<file path="src/rtl/rstc_pkg.sv">
package rstc_pkg;

    localparam int CAUSE_W = 6;

    typedef struct packed {
        logic [1:0] por_code;
        logic       sw;
        logic       wdt;
        logic       ext;
        logic       por;
    } cause_t;

    typedef struct packed {
        logic por;
        logic ext;
        logic wdt;
        logic sw;
    } req_t;

    function automatic logic key_match(input logic [15:0] got, input logic [15:0] want);
        return got == want;
    endfunction

    function automatic logic req_any(input req_t r);
        return r.por | r.ext | r.wdt | r.sw;
    endfunction

endpackage

</file>
<file path="src/rtl/rstc_pin_sync.sv">
module rstc_pin_sync #(
    parameter int STAGES = 2,
    parameter int FILT   = 2
) (
    input  logic clk,
    input  logic pin_n,
    output logic req
);
    logic [STAGES-1:0] sync_q;
    logic [FILT-1:0]   low_hist_q;

    always_ff @(posedge clk) begin
        sync_q <= {sync_q[STAGES-2:0], pin_n};
    end

    generate
        if (FILT == 1) begin : g_nofilt
            always_ff @(posedge clk) low_hist_q <= ~sync_q[STAGES-1];
        end else begin : g_filt
            always_ff @(posedge clk)
                low_hist_q <= {low_hist_q[FILT-2:0], ~sync_q[STAGES-1]};
        end
    endgenerate

    assign req = &low_hist_q;
endmodule

</file>
<file path="src/rtl/rstc_swreq.sv">
module rstc_swreq
    import rstc_pkg::*;
#(
    parameter int              ADDR_W  = 32,
    parameter int              DATA_W  = 32,
    parameter logic [ADDR_W-1:0] SW_ADDR = 32'hE000_ED0C,
    parameter logic [15:0]     KEY     = 16'h05FA,
    parameter int              REQ_BIT = 2
) (
    input  logic              we,
    input  logic [ADDR_W-1:0] addr,
    input  logic [DATA_W-1:0] wdata,
    output logic              sw_req
);
    always_comb begin
        sw_req = we && (addr == SW_ADDR)
              && key_match(wdata[DATA_W-1 -: 16], KEY)
              && wdata[REQ_BIT];
    end
endmodule

</file>
<file path="src/rtl/rstc_stretch.sv">
module rstc_stretch #(
    parameter int CYCLES = 16
) (
    input  logic clk,
    input  logic req,
    output logic rst_out
);
    localparam int CW = $clog2(CYCLES + 1);
    localparam logic [CW-1:0] LOAD = CW'(CYCLES);

    logic [CW-1:0] cnt_q;

    always_ff @(posedge clk) begin
        if (req)
            cnt_q <= LOAD;
        else if (cnt_q != '0)
            cnt_q <= cnt_q - 1'b1;
    end

    assign rst_out = (cnt_q != '0);
endmodule

</file>
<file path="src/rtl/rstc_cause.sv">
module rstc_cause
    import rstc_pkg::*;
(
    input  logic               clk,
    input  req_t               ev,
    input  logic [1:0]         por_code,
    input  logic               clr_we,
    input  logic [CAUSE_W-1:0] clr_mask,
    output cause_t             status
);
    cause_t status_q;
    cause_t set_v;

    always_comb begin
        set_v          = '0;
        set_v.ext      = ev.ext;
        set_v.wdt      = ev.wdt;
        set_v.sw       = ev.sw;
    end

    always_ff @(posedge clk) begin
        if (ev.por) begin
            status_q          <= '0;
            status_q.por      <= 1'b1;
            status_q.por_code <= por_code;
        end else begin
            status_q <= (status_q & ~(clr_we ? cause_t'(clr_mask) : cause_t'('0))) | set_v;
        end
    end

    assign status = status_q;
endmodule

</file>
<file path="src/rtl/rst_cause_ctrl.sv">
module rst_cause_ctrl
    import rstc_pkg::*;
#(
    parameter int                STRETCH_CYCLES = 16,
    parameter int                SYNC_STAGES    = 2,
    parameter int                PIN_FILT       = 2,
    parameter logic [31:0]       STATUS_ADDR    = 32'h0000_0000,
    parameter logic [31:0]       SWRST_ADDR     = 32'hE000_ED0C,
    parameter logic [15:0]       SW_KEY         = 16'h05FA,
    parameter int                SW_REQ_BIT     = 2
) (
    input  logic        clk,
    input  logic        por_i,
    input  logic [1:0]  por_code_i,
    input  logic        ext_rst_ni,
    input  logic        comp_rst_i,
    input  logic        wdt_expire_i,
    input  logic        wdt_en_i,
    input  logic        bus_we_i,
    input  logic [31:0] bus_addr_i,
    input  logic [31:0] bus_wdata_i,
    output logic [31:0] bus_rdata_o,
    output logic        sys_rst_o
);
    logic   pin_req;
    logic   sw_req;
    logic   any_req;
    req_t   reqs;
    cause_t status_q;

    rstc_pin_sync #(.STAGES(SYNC_STAGES), .FILT(PIN_FILT)) u_pin (
        .clk   (clk),
        .pin_n (ext_rst_ni),
        .req   (pin_req)
    );

    rstc_swreq #(
        .ADDR_W(32), .DATA_W(32), .SW_ADDR(SWRST_ADDR),
        .KEY(SW_KEY), .REQ_BIT(SW_REQ_BIT)
    ) u_sw (
        .we     (bus_we_i),
        .addr   (bus_addr_i),
        .wdata  (bus_wdata_i),
        .sw_req (sw_req)
    );

    always_comb begin
        reqs.por = por_i;
        reqs.ext = pin_req | comp_rst_i;
        reqs.wdt = wdt_expire_i & wdt_en_i;
        reqs.sw  = sw_req;
        any_req  = req_any(reqs);
    end

    rstc_stretch #(.CYCLES(STRETCH_CYCLES)) u_str (
        .clk     (clk),
        .req     (any_req),
        .rst_out (sys_rst_o)
    );

    rstc_cause u_cause (
        .clk      (clk),
        .ev       (reqs),
        .por_code (por_code_i),
        .clr_we   (bus_we_i && (bus_addr_i == STATUS_ADDR)),
        .clr_mask (bus_wdata_i[CAUSE_W-1:0]),
        .status   (status_q)
    );

    always_comb begin
        bus_rdata_o = '0;
        if (bus_addr_i == STATUS_ADDR)
            bus_rdata_o[CAUSE_W-1:0] = status_q;
    end
endmodule

</file>
<file path="config.mk">
export PLATFORM = sky130hd
export DESIGN_NAME = rst_cause_ctrl
export DESIGN_NICKNAME = d
export VERILOG_FILES = /design/src/rtl/rstc_pkg.sv /design/src/rtl/rstc_pin_sync.sv /design/src/rtl/rstc_swreq.sv /design/src/rtl/rstc_stretch.sv /design/src/rtl/rstc_cause.sv /design/src/rtl/rst_cause_ctrl.sv
export SDC_FILE = /design/constraint.sdc
export NUM_CORES = 1
export LEC_CHECK = 0
export ABC_AREA = 1
export BUFFER_PORTS_ARGS = -buffer_cell sky130_fd_sc_hd__buf_2
export CORE_ASPECT_RATIO = 0.5
export CORE_MARGIN = 1.5
export CORE_UTILIZATION = 38
export DETAILED_ROUTE_END_ITERATION = 10
export HOLD_SLACK_MARGIN = 0.12
export PLACE_DENSITY = 0.88
export SLEW_MARGIN = 20
export SYNTH_ARGS = -nofsm -noshare
export SYNTH_HDL_FRONTEND = slang
export SYNTH_SLANG_ARGS = --single-unit
</file>
<file path="constraint.sdc">
create_clock -name clk -period 3.9 [get_ports clk]
set_input_delay 0.78 -clock clk [delete_from_list [all_inputs] [get_ports clk]]
set_output_delay 0.78 -clock clk [all_outputs]
set_load 0.005 [all_outputs]
</file>
==> results.md, run 1 <==
- Setup violations, final: 0
- Met2 usage: 0.3348
- Ys async rst share: 0
- Syn avg cell area: approximately 6.4 um2
- I/O pin count: around 110
- Min Tclk post-route: 2.616 ns
- Critical Path Start: bus_addr_i[21]
- Synth top area cells: dfxtp_1, buf_4, nor2_1, nand2_1, nand3_1
- Num rows: 13
- # diodes: 0
- Hold Crit Class: reg2reg
- WP data required: between 3 and 4 ns
- Initial Util: 0.3987
- Non-filler instance count after layout: 267
- R2r setup slk: 2.61 ns
- Max-Cap Viols: 0
- Total Neg Setup Slack: 0 ns
- Post-route ant nets: 0
- Nets: between 300 and 400
- Area share of the largest cell type after synthesis: 0.2930
- Worst R2R Path Depth: 7
- Final WS setup: 1.284 ns
- Cells along the critical path: buf_2 > nor2_1 > nand2_1 > nor2_1 > nand2_1 > nor2_4 > inv_1 > nor2_1 > buf_2
- CTS Buffer Depth: 2
- Sequential share of the synthesized area: 0.2930
- Synth Warn #: 0
- Starting DRT DRC Count: 20
- Share of post-route cells with drive strength above 1: 0.3261
- Max VDD drop: 170.4 uV
- Chip width: 76.44 um
- All-Layer GR Usage: 0.1634
- Via/cell ratio: 4.049
- Average wire per standard cell: 8.281 um
- Post-CTS Setup Repair Bufs: 0
- Clk slew on worst S/H paths: approximately 0.050 ns
- Final Max Tran Viols: 0
- Hold_ws: 0.3264 ns
- Pwr dens: 269.4 nW/um2
- Syn-to-layout area delta: 31.62%
- Fillcell total: 268
- First-pass GRT wire length: 3801 um
- Worst R2R Start: u_str.cnt_q[0]$_SDFFE_PP0P_
- Top FF cell, synth: dfxtp_1
- Router iterations before antenna repair: 4
- GRT Max-Usage Layer: met2
- H-tree Lvls: 1
- Final WL: 2211 um
- Routing usage on met1: 0.1619
- RePlAce Congestion: 0.7253
- Die area: around 3000 um2
- Setup Slack @ Placement: around 1.3 ns
- Most frequent CP cell: nor2_1
- Number of global-route vias before repair: 963
- CTS Buf Count: 3
- WHS Path Cells: 0
- Grt ovf: 0
- Setup Skew: 0.004934 ns
- Unrepaired setup endpoints after global routing: false
- Outcome: completed
- Final period util: 0.6708
- Reg2reg end: u_str.cnt_q[1]$_SDFFE_PP0P_
- Cts hold-fix bufs: 0
- CTS Root Cell: clkbuf_8
- Met3 GRT Util: 0.04651
- Critical path class: in2out
- CTS tree: built
- Post-CTS sizing: 0
- Critical path endpoint category: primary output
- Maximum fanout along the worst path: 7
- Post-synth EDFFs: 0
- Post-placement cell count: 263
- DRC violations left: 0
- Synthesis-stage register bit count: 15
- Count leader, synth: nor2_1
- Core area: 2570 um2
- CTS sink count: 15
- Achievable frequency: 0.3822 GHz
- Synth Instances: 159
- Mapped cell area: 1025 um2
- Routed vias: 1081
- Clk_lat worst skew: roughly 0.25 ns
- Port-buffer cells: 69
- Slowest cell delay on critical path: roughly 0.17 ns
- Final Hold Viols: 0
- Detailed Place HPWL: 1911 um
- Crit start category: primary input
- Synth unique cells: 19
- Initial antenna violation count: 0
- Slowest CP cell: nor2_4
- Biggest area consumer among synthesized cells: dfxtp_1
- Chip height: roughly 40 um
- Top post-synthesis cells by count: nor2_1, nand2_1, buf_4, inv_1, dfxtp_1
- CP Data Arrival Time: approximately 1.8 ns
- Worst setup path endpoint: bus_rdata_o[2]
- LEAKAGE: 0.7680 nW
- Largest net degree at the start of global routing: 9
cells in the final DEF (no fill, tap or decap), types with 2 or more instances in the layout:
cell	n
a21oi_1	4
nand2_1	30
inv_1	16
conb_1	26
nand3_1	12
buf_2	69
and3_1	2
dfxtp_1	15
clkbuf_8	3
nor2_1	37
nor3_1	3
nand4_1	4
xor2_1	2
critical path, delay by kind of cell:
| kind | cells | cell delay, ns |
|---|---|---|
| and+or+nand+nor | 6 | 0.71 |
| buffers and inverters | 3 | 0.36 |
through the flow:
step                      total power [W]  instance area [um2]  utilization
after global routing            0.0003876                 1349       0.5248
after CTS                       0.0003670                 1349       0.5248
after detailed placement        0.0002416                 1304       0.5073
after global placement          0.0002387                 1304       0.5073
final                           0.0003633                 1349       0.5248
after floorplan                 0.0002227                 1119            -
how the worst min path moves through the flow:
stage | from | slack, ns | end
after floorplan | u_pin.sync_q[0]$_DFF_P_ | 0.31 | u_pin.sync_q[1]$_DFF_P_
after global placement | u_pin.sync_q[0]$_DFF_P_ | 0.31 | u_pin.sync_q[1]$_DFF_P_
after detailed placement | u_pin.sync_q[0]$_DFF_P_ | 0.32 | u_pin.sync_q[1]$_DFF_P_
after CTS | u_pin.sync_q[0]$_DFF_P_ | 0.33 | u_pin.sync_q[1]$_DFF_P_
after global routing | u_pin.sync_q[0]$_DFF_P_ | 0.34 | u_pin.sync_q[1]$_DFF_P_
final | u_pin.sync_q[0]$_DFF_P_ | 0.33 | u_pin.sync_q[1]$_DFF_P_
state kept, by name, summed over array words and instances (netlist names):
register,cells
u_cause.status,6
u_str.cnt_q,5
u_pin.low_hist_q,2
u_pin.sync_q,2
cells by family (layout without fill, tap and decap cells):
kind of cell / after synthesis / count (layout) / share of synthesized area
and+or+nand+nor: 92 / 92 / 0.3846
other: 1 / 26 / 0.003659
buffers and inverters: 43 / 89 / 0.2601
DFF: 15 / 15 / 0.2930
xor gates and xnor gates: 2 / 2 / 0.01710
AOI/OAI and AO/OA: 4 / 4 / 0.01954
adders and majority gates: 1 / 1 / 0.01221
muxes: 1 / 1 / 0.009768
report_power, final:
| group | switching (W) | leakage (nW) | internal, W |
|---|---|---|---|
| clock | 0.0000525 | 0.0228 | 0.0000724 |
| combinational | 0.0000355 | 0.621 | 0.0000366 |
| sequential | 0.00000416 | 0.124 | 0.000162 |
| total | 0.0000922 | 0.768 | 0.000271 |
routing by layer:
metal,up-vias,part of all wire
li1,579,-
met1,450,0.41
met2,46,0.51
met3,6,0.069
met4,0,0.018
met5,-,0
layout make-up:
| class | count | area (um2) | area share |
|---|---|---|---|
| flip-flops and latches | 15 | 300.3 | 0.2226 |
| multi-input cells | 126 | 551.8 | 0.4091 |
| clock buffers | 4 | 45.04 | 0.03340 |
| inverters | 16 | 60.06 | 0.04453 |
| well taps | 37 | 46.29 | 0.03432 |
| repair buffers | 69 | 345.3 | 0.2560 |
No activity file was read; power rests on OpenSTA's default activity.
==> inputs of run 2 (changes only) <==
- CORE_UTILIZATION: 38 -> 35
- PLACE_DENSITY: 0.88 -> 0.82
- clock period: 3.9 -> 2.6 ns (I/O delays scaled with it)
==> results.md, run 2 (synthesized netlist as in run 1, its figures left out) <==
- Detailed Place HPWL: 2061 um (+7.9%)
- I/O pin count: 106 (unchanged)
- Post-route ant nets: 0 (unchanged)
- Average wire per standard cell: 8.839 um (+6.7%)
- CTS Buf Count: 3 (unchanged)
- CP Data Arrival Time: 1.58 ns (-0.26 ns)
- Worst hold endpoint: u_pin.sync_q[1]$_DFF_P_
- Final WL: 2360 um (+6.7%)
- Pwr dens: 404.0 nW/um2 (+50%)
- Chip width: 79.52 um (+4.0%)
- Cts hold-fix bufs: 0 (unchanged)
- All-Layer GR Usage: 0.1609 (-0.002528)
- Most common cell after layout, fill and taps aside: buf_2
- Final period util: 0.8073
- LEAKAGE: 0.7680 nW (unchanged)
- Router iterations before antenna repair: 4 (unchanged)
- CTS tree: built
- Core area: 2684 um2 (+4.4%)
- Most frequent cells in the layout: buf_2, nor2_1, nand2_1
- Total Power: 0.0005449 W (+50%)
- Hold_ws: 0.3358 ns (+0.009346 ns)
- Final Max Tran Viols: 0 (unchanged)
- Num rows: 13 (unchanged)
- Clk slew on worst S/H paths: 0.05 ns (about the same)
- Starting DRT DRC Count: 20 (unchanged)
- H-tree Lvls: 1 (unchanged)
- CTS Root Cell: clkbuf_8
- CTS sink count: 15 (unchanged)
- Min Tclk post-route: 2.099 ns
- Max VDD drop: 248.4 uV (+46%)
- Grt ovf: 0 (unchanged)
- Critical path endpoint category: primary output
- Share of post-route cells with drive strength above 1: 0.3261 (unchanged)
- Worst R2R Start: u_str.cnt_q[0]$_SDFFE_PP0P_
- Non-filler instance count after layout: 267 (unchanged)
- Crit start category: primary input
- Syn-to-layout area delta: 31.62% (unchanged)
- Unrepaired setup endpoints after global routing: false
- Hold Crit Class: reg2reg
- Max FFs per register: 6 (unchanged)
- Fillcell total: 269 (+0.37%)
- Initial Util: 0.3818 (-0.01692)
- Largest net degree at the start of global routing: 9 (unchanged)
- Post-CTS Setup Repair Bufs: 0 (unchanged)
- Achievable frequency: between 0.4 and 0.5 GHz
- Design area: 1349 um2 (unchanged)
- Die area: 3281 um2 (+8.1%)
- Setup violations, final: 0 (unchanged)
- Max-Cap Viols: 0 (unchanged)
- Port-buffer cells: 69 (unchanged)
- RePlAce Congestion: 0.8062 (+11%)
- CTS Buffer Depth: 2 (unchanged)
- # diodes: 0 (unchanged)
- Reg2reg end: u_str.cnt_q[1]$_SDFFE_PP0P_
- Initial antenna violation count: 0 (unchanged)
- WP data required: 2.08 ns (-1.04 ns)
- WHS Path Cells: 0 (unchanged)
- Via/cell ratio: 4.101 (+1.3%)
- Outcome: completed
- Routed vias: 1095 (+1.3%)
- Chip height: 41.26 um (+3.9%)
- Clk_lat worst skew: 0.25 ns (about the same)
- Post-CTS sizing: 0 (unchanged)
- Setup Skew: 0.005512 ns (+0.0005777 ns)
- Number of global-route vias before repair: 1032 (+7.2%)
- Final Hold Viols: 0 (unchanged)
- Maximum fanout along the worst path: 7 (unchanged)
- Post-placement cell count: 263 (unchanged)
- Nets: 305 (unchanged)
- Total Neg Setup Slack: 0 ns (unchanged)
- First-pass GRT wire length: 3933 um (+3.5%)
- Critical path class: in2out
- HP Start: u_pin.sync_q[0]$_DFF_P_
- R2r setup slk: 1.30 ns (-1.31 ns)
- Worst R2R Path Depth: 7 (unchanged)
- DRC violations left: 0 (unchanged)
- DP Area: 1304 um2 (unchanged)
run 2: cell counts in the layout (fill, tap and decap cells not counted):
No cell type changed its count.
run 2: metrics by stage:
stage / setup WS, ns / util
after floorplan: 0.8644 / -
after global placement: 0.5329 / 0.4858
after detailed placement: 0.4965 / 0.4858
after CTS: 0.4915 / 0.5026
after global routing: 0.3195 / 0.5026
final: 0.5011 / 0.5026
run 2: how the worst max path moves through the flow:
stage | startpoint | end | slack [ns] | depth (start not counted)
2_1_floorplan | bus_addr_i[27] | bus_rdata_o[0] | 0.86 | 7
3_5_place_dp | bus_addr_i[23] | bus_rdata_o[1] | 0.50 | 9
4_1_cts | bus_addr_i[23] | bus_rdata_o[1] | 0.49 | 9
3_3_place_gp | bus_addr_i[21] | bus_rdata_o[5] | 0.53 | 9
5_1_grt | bus_addr_i[21] | bus_rdata_o[0] | 0.32 | 9
6_report | bus_addr_i[23] | bus_rdata_o[1] | 0.50 | 9
run 2: layout make-up:
type | count | area (um2) | area share
Multi-Input combinational cell | 126 | 551.8 | 0.4091
Timing Repair Buffer | 69 | 345.3 | 0.2560
Sequential cell | 15 | 300.3 | 0.2226
Inverter | 16 | 60.06 | 0.04453
Tap cell | 37 | 46.29 | 0.03432
Clock buffer | 4 | 45.04 | 0.03340
run 2: power by group:
group | internal (W) | total [W] | switching [W]
clock | 0.000109 | 0.000186 | 0.0000774
sequential | 0.000243 | 0.000250 | 0.00000666
combinational | 0.0000549 | 0.000109 | 0.0000541
run 2: worst max-delay path, stage by stage:
cell	delay, ns
buf_2	0.09
nor2_1	0.10
nand2_1	0.06
nor2_1	0.17
nand2_1	0.11
nor2_4	0.17
inv_1	0.14
nor2_1	0.10
buf_2	0.11
run 2: layer usage:
metal | routed length, um | track usage
met1 | 880 | 0.1423
met5 | 0 | 0
met2 | 1300 | 0.3602
met3 | 130 | 0.04444
met4 | 48 | 0.08333
